### src/rtl/frac_rate_pkg.sv
// Package: shared register addresses and bus width for the fractional-rate
// realtime counter. Assumes an 8-bit byte address and a 32-bit data port.
package frac_rate_pkg;
    localparam int BUS_W  = 32;
    localparam int ADDR_W = 8;

    localparam logic [ADDR_W-1:0] ADR_CNT_LO = 8'h00;
    localparam logic [ADDR_W-1:0] ADR_CNT_HI = 8'h04;
    localparam logic [ADDR_W-1:0] ADR_NUM    = 8'h10;
    localparam logic [ADDR_W-1:0] ADR_DEN    = 8'h14;
endpackage

### src/rtl/frac_ratio_regs.sv
// Module: holds the numerator and denominator words. All 32 bits are kept for
// read-back, and the low RATIO_W bits form the ratio. Flags any ratio write so
// that the accumulator can be cleared. Assumes single-cycle write strobes.
module frac_ratio_regs
    import frac_rate_pkg::*;
#(
    parameter int RATIO_W = 12,
    parameter int NUM_RST = 4,
    parameter int DEN_RST = 25
) (
    input  logic              clk,
    input  logic              rst_n,
    input  logic              wr,
    input  logic [ADDR_W-1:0] addr,
    input  logic [BUS_W-1:0]  wdata,
    output logic [BUS_W-1:0]  num_word,
    output logic [BUS_W-1:0]  den_word,
    output logic [RATIO_W-1:0] num,
    output logic [RATIO_W-1:0] den,
    output logic              ratio_wr
);
    logic hit_num, hit_den;

    // Decode which ratio word a write targets.
    always_comb begin
        hit_num  = wr && (addr == ADR_NUM);
        hit_den  = wr && (addr == ADR_DEN);
        ratio_wr = hit_num || hit_den;
    end

    // Store the numerator word.
    always_ff @(posedge clk) begin
        if (!rst_n)       num_word <= BUS_W'(NUM_RST);
        else if (hit_num) num_word <= wdata;
    end

    // Store the denominator word.
    always_ff @(posedge clk) begin
        if (!rst_n)       den_word <= BUS_W'(DEN_RST);
        else if (hit_den) den_word <= wdata;
    end

    assign num = num_word[RATIO_W-1:0];
    assign den = den_word[RATIO_W-1:0];

    AST_NUM_KEEPS: assert property (@(posedge clk) disable iff (!rst_n)
        !(wr && addr == ADR_NUM) |=> $stable(num_word));
    AST_DEN_KEEPS: assert property (@(posedge clk) disable iff (!rst_n)
        !(wr && addr == ADR_DEN) |=> $stable(den_word));
endmodule

### src/rtl/frac_step_gen.sv
// Module: fractional accumulator. Adds the numerator every cycle and raises
// step when the sum reaches the denominator, subtracting it. A zero
// denominator holds the accumulator, and clr empties it. Assumes num <= den
// for the accumulator to stay bounded.
module frac_step_gen #(
    parameter int RATIO_W = 12
) (
    input  logic               clk,
    input  logic               rst_n,
    input  logic [RATIO_W-1:0] num,
    input  logic [RATIO_W-1:0] den,
    input  logic               clr,
    output logic               step
);
    localparam int ACC_W = RATIO_W + 1;

    logic [ACC_W-1:0] acc_q;
    logic [ACC_W-1:0] sum;
    logic [ACC_W-1:0] den_x;
    logic             den_zero;
    logic             reach;

    // Form the next sum and compare it with the denominator.
    always_comb begin
        den_x    = ACC_W'(den);
        den_zero = (den == '0);
        sum      = acc_q + ACC_W'(num);
        reach    = !den_zero && (sum >= den_x);
        step     = reach && !clr;
    end

    // Update the accumulator: clear, hold, wrap or add.
    always_ff @(posedge clk) begin
        if (!rst_n)        acc_q <= '0;
        else if (clr)      acc_q <= '0;
        else if (den_zero) acc_q <= acc_q;
        else if (reach)    acc_q <= sum - den_x;
        else               acc_q <= sum;
    end

    AST_ACC_BELOW_DEN: assert property (@(posedge clk) disable iff (!rst_n)
        (den != '0 && num <= den) |-> (acc_q < ACC_W'(den)));
    AST_CLR_EMPTIES: assert property (@(posedge clk) disable iff (!rst_n)
        clr |=> (acc_q == '0));
endmodule

### src/rtl/frac_count_core.sv
// Module: the free-running count. Steps by one when requested and captures
// the upper half when the low word is read. Assumes CNT_W lies in 33..64.
module frac_count_core #(
    parameter int          CNT_W       = 64,
    parameter logic [63:0] RESET_COUNT = 64'd0
) (
    input  logic             clk,
    input  logic             rst_n,
    input  logic             step,
    input  logic             snap_en,
    output logic [CNT_W-1:0] count,
    output logic [CNT_W-33:0] snap_hi
);
    localparam int HI_W = CNT_W - 32;

    // Advance the count on each step.
    always_ff @(posedge clk) begin
        if (!rst_n)    count <= CNT_W'(RESET_COUNT);
        else if (step) count <= count + CNT_W'(1);
    end

    // Capture the upper half when the low word is read.
    always_ff @(posedge clk) begin
        if (!rst_n)       snap_hi <= '0;
        else if (snap_en) snap_hi <= count[CNT_W-1:32];
    end

    AST_STEP_BY_ONE: assert property (@(posedge clk) disable iff (!rst_n)
        1'b1 |=> (count == $past(count) || count == $past(count) + CNT_W'(1)));
    AST_SNAP_HELD: assert property (@(posedge clk) disable iff (!rst_n)
        !snap_en |=> $stable(snap_hi));
    AST_HI_WIDTH: assert property (@(posedge clk) disable iff (!rst_n)
        $rose(count[32]) |-> ($past(count[31:0]) == 32'hFFFF_FFFF));
    initial begin
        assert (HI_W >= 1);
    end
endmodule

### src/rtl/frac_rate_counter.sv
// Module: top of the fractional-rate realtime counter. Joins the ratio
// registers, the accumulator and the count, and provides a registered read
// port. Assumes single-cycle bus strobes and num <= den.
module frac_rate_counter
    import frac_rate_pkg::*;
#(
    parameter int          RATIO_W     = 12,
    parameter int          NUM_RST     = 4,
    parameter int          DEN_RST     = 25,
    parameter int          CNT_W       = 64,
    parameter logic [63:0] RESET_COUNT = 64'd0
) (
    input  logic              clk,
    input  logic              rst_n,
    input  logic              bus_wr,
    input  logic              bus_rd,
    input  logic [ADDR_W-1:0] bus_addr,
    input  logic [BUS_W-1:0]  bus_wdata,
    output logic [BUS_W-1:0]  bus_rdata,
    output logic [CNT_W-1:0]  rt_count
);
    logic [BUS_W-1:0]   num_word, den_word;
    logic [RATIO_W-1:0] num, den;
    logic               ratio_wr;
    logic               step;
    logic               snap_en;
    logic [CNT_W-33:0]  snap_hi;

    frac_ratio_regs #(
        .RATIO_W (RATIO_W),
        .NUM_RST (NUM_RST),
        .DEN_RST (DEN_RST)
    ) regs_i (
        .clk      (clk),
        .rst_n    (rst_n),
        .wr       (bus_wr),
        .addr     (bus_addr),
        .wdata    (bus_wdata),
        .num_word (num_word),
        .den_word (den_word),
        .num      (num),
        .den      (den),
        .ratio_wr (ratio_wr)
    );

    frac_step_gen #(
        .RATIO_W (RATIO_W)
    ) step_i (
        .clk   (clk),
        .rst_n (rst_n),
        .num   (num),
        .den   (den),
        .clr   (ratio_wr),
        .step  (step)
    );

    assign snap_en = bus_rd && (bus_addr == ADR_CNT_LO);

    frac_count_core #(
        .CNT_W       (CNT_W),
        .RESET_COUNT (RESET_COUNT)
    ) core_i (
        .clk     (clk),
        .rst_n   (rst_n),
        .step    (step),
        .snap_en (snap_en),
        .count   (rt_count),
        .snap_hi (snap_hi)
    );

    // Register the read data selected by the address.
    always_ff @(posedge clk) begin
        if (!rst_n) bus_rdata <= '0;
        else if (bus_rd) begin
            case (bus_addr)
                ADR_CNT_LO: bus_rdata <= rt_count[31:0];
                ADR_CNT_HI: bus_rdata <= BUS_W'(snap_hi);
                ADR_NUM:    bus_rdata <= num_word;
                ADR_DEN:    bus_rdata <= den_word;
                default:    bus_rdata <= '0;
            endcase
        end
    end

    AST_HOLD_STILL: assert property (@(posedge clk) disable iff (!rst_n)
        (den_word[RATIO_W-1:0] == '0) |=> (rt_count == $past(rt_count)));
    AST_WRITE_NO_STEP: assert property (@(posedge clk) disable iff (!rst_n)
        (bus_wr && (bus_addr == ADR_NUM || bus_addr == ADR_DEN))
        |=> (rt_count == $past(rt_count)));
    AST_RD_LOW: assert property (@(posedge clk) disable iff (!rst_n)
        (bus_rd && bus_addr == ADR_CNT_LO) |=> (bus_rdata == $past(rt_count[31:0])));
    AST_RD_HIGH: assert property (@(posedge clk) disable iff (!rst_n)
        (bus_rd && bus_addr == ADR_CNT_HI) |=> (bus_rdata == BUS_W'($past(snap_hi))));
endmodule

### config.mk
export PLATFORM = sky130hd
export DESIGN_NAME = frac_rate_counter
export DESIGN_NICKNAME = d
export VERILOG_FILES = /design/src/rtl/frac_rate_pkg.sv /design/src/rtl/frac_ratio_regs.sv /design/src/rtl/frac_step_gen.sv /design/src/rtl/frac_count_core.sv /design/src/rtl/frac_rate_counter.sv
export SDC_FILE = /design/constraint.sdc
export NUM_CORES = 1
export LEC_CHECK = 0
export BUFFER_PORTS_ARGS = -buffer_cell sky130_fd_sc_hd__buf_2
export CORE_MARGIN = 10
export CORE_UTILIZATION = 24
export CTS_CLUSTER_DIAMETER = 40
export DETAILED_ROUTE_END_ITERATION = 8
export PLACE_DENSITY = 0.48
export SLEW_MARGIN = 0
export SYNTH_ARGS = -nofsm -noshare
export SYNTH_HDL_FRONTEND = slang
export SYNTH_SLANG_ARGS = --single-unit
### constraint.sdc
create_clock -name clk -period 5.08 [get_ports clk]
set_input_delay 0.762 -clock clk [delete_from_list [all_inputs] [get_ports clk]]
set_output_delay 0.762 -clock clk [all_outputs]
set_load 0.02 [all_outputs]
[Word level (Yosys, flattened, before mapping)]
Cells that the tools add are included.
Storage, ports and cells
  output and inout bits: 96
  word-level logic and storage cells: 27
  bits in registers: 205
  input port bits: 44
Cells by class
  eq/ne operators: 3
  order comparisons: 1
  add/sub/neg operators: 3
  mux-type cells: 2
  bitwise operators: 1
  reduce and logical (&&, ||, !) cells: 11
Operators by type and width (number)
  32-bit one-hot mux with 4 select lines: 1
  64-bit by 1-bit adder with 64-bit output (second input constant): 1
  8-bit by 5-bit equality test with 1-bit output (second input constant): 2
  13-bit by 12-bit adder with 13-bit output: 1
  13-bit by 12-bit >= comparator with 1-bit output: 1
  13-bit 2-to-1 mux: 1
  13-bit by 12-bit subtractor with 13-bit output: 1
  12-bit logical NOT: 1
  8-bit by 3-bit equality test with 1-bit output (second input constant): 1
  8-bit logical NOT: 1
  1-bit logical AND: 5
  1-bit logical NOT: 2
  2-bit OR reduction: 1
  1-bit logical OR: 1
  1-bit NOT: 1

[Longest topological paths before layout]
  depth in word-level cells: 5
  mapped depth: 19
  depth with buffers taken out: 16

[Hierarchy]
A second synthesis with hierarchy kept.
Second synthesis, totals
  cell total of the unflattened synthesis: 1174
  area, all modules: 11064.4 sq um
By module, submodules not included
  frac_count_core: instances 1, area an instance 4352.9 sq um, sequential area each 1921.8 sq um, cells each 488
  frac_ratio_regs: instances 1, area an instance 2670.1 sq um, sequential area each 1281.2 sq um, cells each 280
  frac_rate_counter: instances 1, area an instance 2137.0 sq um, sequential area each 640.6 sq um, cells each 156
  frac_step_gen: instances 1, area an instance 1904.3 sq um, sequential area each 260.2 sq um, cells each 250

[Worst setup path after synthesis]
OpenSTA, ideal clock, no wires.
  path type: register to register
  start point: register regs_i.num_word[0]
  end point: register step_i.acc_q[5]
  arrival: 3.547 ns
  path slack: 1.401 ns
  data required time: 4.948 ns
  path buffers: 2
  period minus slack after synthesis: 3.679 ns
  library setup time: 0.132 ns
  stages on the path, launching flop included: 18
  cells stage by stage: dfxtp_1 ha_1 inv_1 fa_1 nor2b_4 o31ai_4 a211oi_1 or4_1 o211ai_1 ha_1 and4_1 a41oi_1 nor4b_2 a2bb2oi_2 buf_2 buf_4 mux2i_1 a21oi_1
Between the ends
  word-level cells in the longest chain between the ends: 4
  elaborated cells between the ends (all ways): 5
  those cells by class: add/sub (2); order compare (1); mux (1); reduce/logical (1)
Ends and longest elaborated chain
  start: declaration: RTL line frac_ratio_regs.sv:16  | output logic [BUS_W-1:0] num_word,
  start signal: assignment: RTL line frac_ratio_regs.sv:33  | if (!rst_n) num_word <= BUS_W'(NUM_RST);
  start signal: assignment: RTL line frac_ratio_regs.sv:34  | else if (hit_num) num_word <= wdata;
  13-bit by 12-bit adder with 13-bit output (*): RTL line frac_step_gen.sv:27  | sum = acc_q + ACC_W'(num);
  13-bit by 12-bit >= comparator with 1-bit output: RTL line frac_step_gen.sv:28  | reach = !den_zero && (sum >= den_x);
  1-bit logical AND: RTL line frac_step_gen.sv:28
  13-bit 2-to-1 mux (*): RTL line frac_step_gen.sv:37  | else if (reach) acc_q <= sum - den_x;
  end signal: assignment: RTL line frac_step_gen.sv:36  | else if (den_zero) acc_q <= acc_q;
  end signal: assignment: RTL line frac_step_gen.sv:37
  end signal: assignment: RTL line frac_step_gen.sv:38  | else acc_q <= sum;
  end: declaration: RTL line frac_step_gen.sv:17  | logic [ACC_W-1:0] acc_q;
Every way passes the cells marked *; elsewhere a longest branch is shown, timed or not.
A chain may end at the register's enable or synchronous reset.

[Worst setup path in the final report]
  start point: register regs_i.num_word[0]
  end point: register step_i.acc_q[6]
Same word-level chain as after synthesis.

==> flow_summary.ini <==
[die]
die_area_um2 = 53500
coreArea_um2 = 44200
pin_count = 140
die_y_um = 231
start_util_pct = 24.3
row_count = 77
die_x_um = 231

[routing]
drt_iter0_drc = 686
firstDrtPassIters = 5
wl_per_cell_um = 18.9
vias_per_cell = 4.95
routed_wl_mm = 37.6
final_antenna_net_count = 0
drc = 0
vias = 9823

[setup_path]
required_ns = 5.42
critical-path-top-delay-family = compound AO/OA/AOI/OAI gates
rrSetupSlack_ns = 0.53
slowest_stage = fa_1
r2r_end = step_i.acc_q[6]
worst-path-max-fanout = 19
arrival_ns = 4.89
crit_path_frequent_cell = ha_1
startpoint = regs_i.num_word[0]
max_stage_delay_ns = 0.43
crit_type = reg2reg
path_cells = ha_1 > inv_1 > fa_1 > nor2b_4 > o31ai_4 > a211oi_1 > nor2_1 > o211ai_1 > ha_1 > and4_1 > a41oi_1 > nor4b_2 > a2bb2oi_4 > buf_4 > mux2i_1 > a21oi_1
startpoint_type = register
worstSetupEndpointType = register
regToRegStartpoint = regs_i.num_word[0]
rr_worst_depth = 16
path_buf_inv = 2

[global_route]
grt.total_usage_pct = 13.8
grt_max_degree = 94
grt_pass1_vias = 9571
antenna_found_initial = 2
grt_pass1_wl_mm = 58.8
grt_overflow = 0

[clock_tree]
clock-sinks = 205
cts_tree = done
cts.clk_slew.worst_paths_ns = 0.05
cts_root_buf = clkbuf_16
clk_latency_ns = 0.52
cts-resized-gates = 0
htreeDepth = 2
clock_path_buffers = 3
hold_buffers = 0
cts_inserted_buffers = 36
post_cts_buffers = 0

[timing]
slew_headroom_pct = 18.7
worst_slew_pin_slew_ns = 1.22
rsz0062_at_grt = no
setup_tns_ns = 0
finalClockSkew_ns = 0.0273
maxSlewViolCount = 0
fin_crit_ns = 4.55
hold_ws_ns = 0.451
finalSetupViolCount = 0
hold_viol = 0
fmax_ghz = 0.220
fin_crit_sh_pct = 89.5

[pwr]
irDropWorstVdd_mv = 0.205
leakage_uw = 0.00490
power_uw = 5530
power_density_nw_per_um2 = 421

[logic_synthesis]
synth-edff-count = 0
avgSynthCellArea_um2 = 8.49
syn_area_um2 = 10700
syn_nets = 1334
synthArstFlopShare_pct = 0
synthCells = 1263
ys_ff_latch = 205
synth_cell_type_count = 65
seq_area_frac_synth_pct = 38.3
ys_warn_count = 0
synth_top_flop_cell = dfxtp_1

[place]
gp_congestion = 0.875
dpl.hpwl_mm = 26.8
portBuffers = 139

[run]
drv_cap = 0

[final_layout]
antennaDiodeCount = 0
fin_nets = 1440
fillCellCount = 4686
area_delta_synth_final_pct = 22.6
layout-drive-gt1-share_pct = 19.8

[min_path]
worstHoldPathCells = 2
hold_class = reg2reg
whs_endpoint = regs_i.num_word[18]
worstHoldStart = regs_i.num_word[18]

[run_status]
run_status = finished, final reports clean
## routing by layer
metal	track usage [%]	part of all wire (%)	wire length, um
met5	0	0.059	22
met4	3.58	1.8	665
met3	3.14	6.0	2260
met2	22.2	46	17400
met1	18.4	46	17200
## metrics by stage
step	setup slack [ns]	utilization, %	instance area, um^2	instances
finish	0.532	29.7	13100	1984
CTS	0.557	29.7	13100	1984
detailed placement	0.582	27.1	12000	1923
global route	0.276	29.7	13100	1984
floorplan	1.40	-	10700	1263
global placement	0.725	27.1	12000	1923
## report_power, final
| group | switching [uW] | internal (uW) |
|---|---|---|
| logic | 873 | 599 |
| registers | 42.4 | 1660 |
| clock network | 861 | 1500 |
| total | 1780 | 3760 |
## worst max path at each step
stage                     slack (ns)  cells after the start         endpoint
after detailed placement        0.58                     16  step_i.acc_q[7]
final                           0.53                     16  step_i.acc_q[6]
after floorplan                 1.40                     17  step_i.acc_q[5]
after CTS                       0.56                     16  step_i.acc_q[7]
after global routing            0.28                     16  step_i.acc_q[7]
after global placement          0.72                     16  step_i.acc_q[7]
## cell type report
type | count | area, um^2 | area share (%)
clock buffer | 45 | 996 | 7.58
clock inverter | 16 | 164 | 1.25
inverter | 30 | 115 | 0.876
multi-input combinational | 937 | 6120 | 46.5
sequential | 205 | 4100 | 31.2
tap | 592 | 741 | 5.63
timing repair buffer | 159 | 908 | 6.91
## layout by cell type (no fill, tap or decap), drive strengths merged, types with 10 or more instances in the layout
cell type and count:
mux2i 31, o311ai 22, o31ai 16, nor2 62, mux4 32, o41ai 21
dfxtp 205, a21oi 156, nand4 25, or4 18, o21ai 20, nor2b 37
ha 25, nand2b 41, o211ai 10, inv 36, nand2 256, and3 15
xnor2 11, buf 159, nor4 25, nand3 42, clkbuf 45
## cells in the mapped netlist, types with 3 or more instances
master      n  share of area, %
nor3_1      5              0.23
mux2i_1    31               2.9
nor2_1     62               2.2
inv_1      30               1.1
nand3_1    41               1.9
o31ai_1    15               1.1
o311ai_0   16               1.3
o311ai_1    6              0.49
and4_1      6              0.49
or2_2       4              0.23
a21o_1      4              0.28
xnor2_1    11              0.90
nand4_1    22               1.3
or3_1       8              0.47
o21ai_0    19              0.89
or4_1      18               1.3
nand3b_1    3              0.21
ha_1       25               2.9
xor2_1      4              0.33
buf_4       4              0.28
and2_1      5              0.29
o41ai_1    21               1.7
and3_1     15              0.88
buf_2       7              0.33
nor4_4      6               1.2
mux4_2     32               6.7
dfxtp_1   205                38
nand2_1   255               8.9
a21oi_1   156               7.3
o211ai_1   10              0.70
o21a_1      4              0.28
buf_6       6              0.63
a211oi_1    6              0.42
clkbuf_1   71               2.5
nor4_1     17              0.99
nand2b_1   41               2.4
nor2b_1    36               2.1
## sequential cells by signal, summed over array words and instances (netlist names)
register and flops:
core_i.count 64, bus_rdata 32, regs_i.den_word 32, core_i.snap_hi 32
regs_i.num_word 32, step_i.acc_q 13
## tightest hold or removal path: cells and delay by family, from the launching register on
kind,cells,cell delay (ns)
AOI/OAI and AO/OA,1,0.05
DFF,1,0.30
and+or+nand+nor,1,0.05
## cell families (layout without fill, tap and decap cells)
group | Yosys count | after routing | share of synthesized area, %
AOI/OAI and AO/OA | 276 | 276 | 16.1
xor gates and xnor gates | 15 | 15 | 1.23
adders and majority gates | 27 | 27 | 3.29
muxes | 63 | 63 | 9.61
DFF | 205 | 205 | 38.3
and+or+nand+nor | 556 | 556 | 26.6
buffers and inverters | 121 | 250 | 4.89
(Power assumes the default switching activity.)
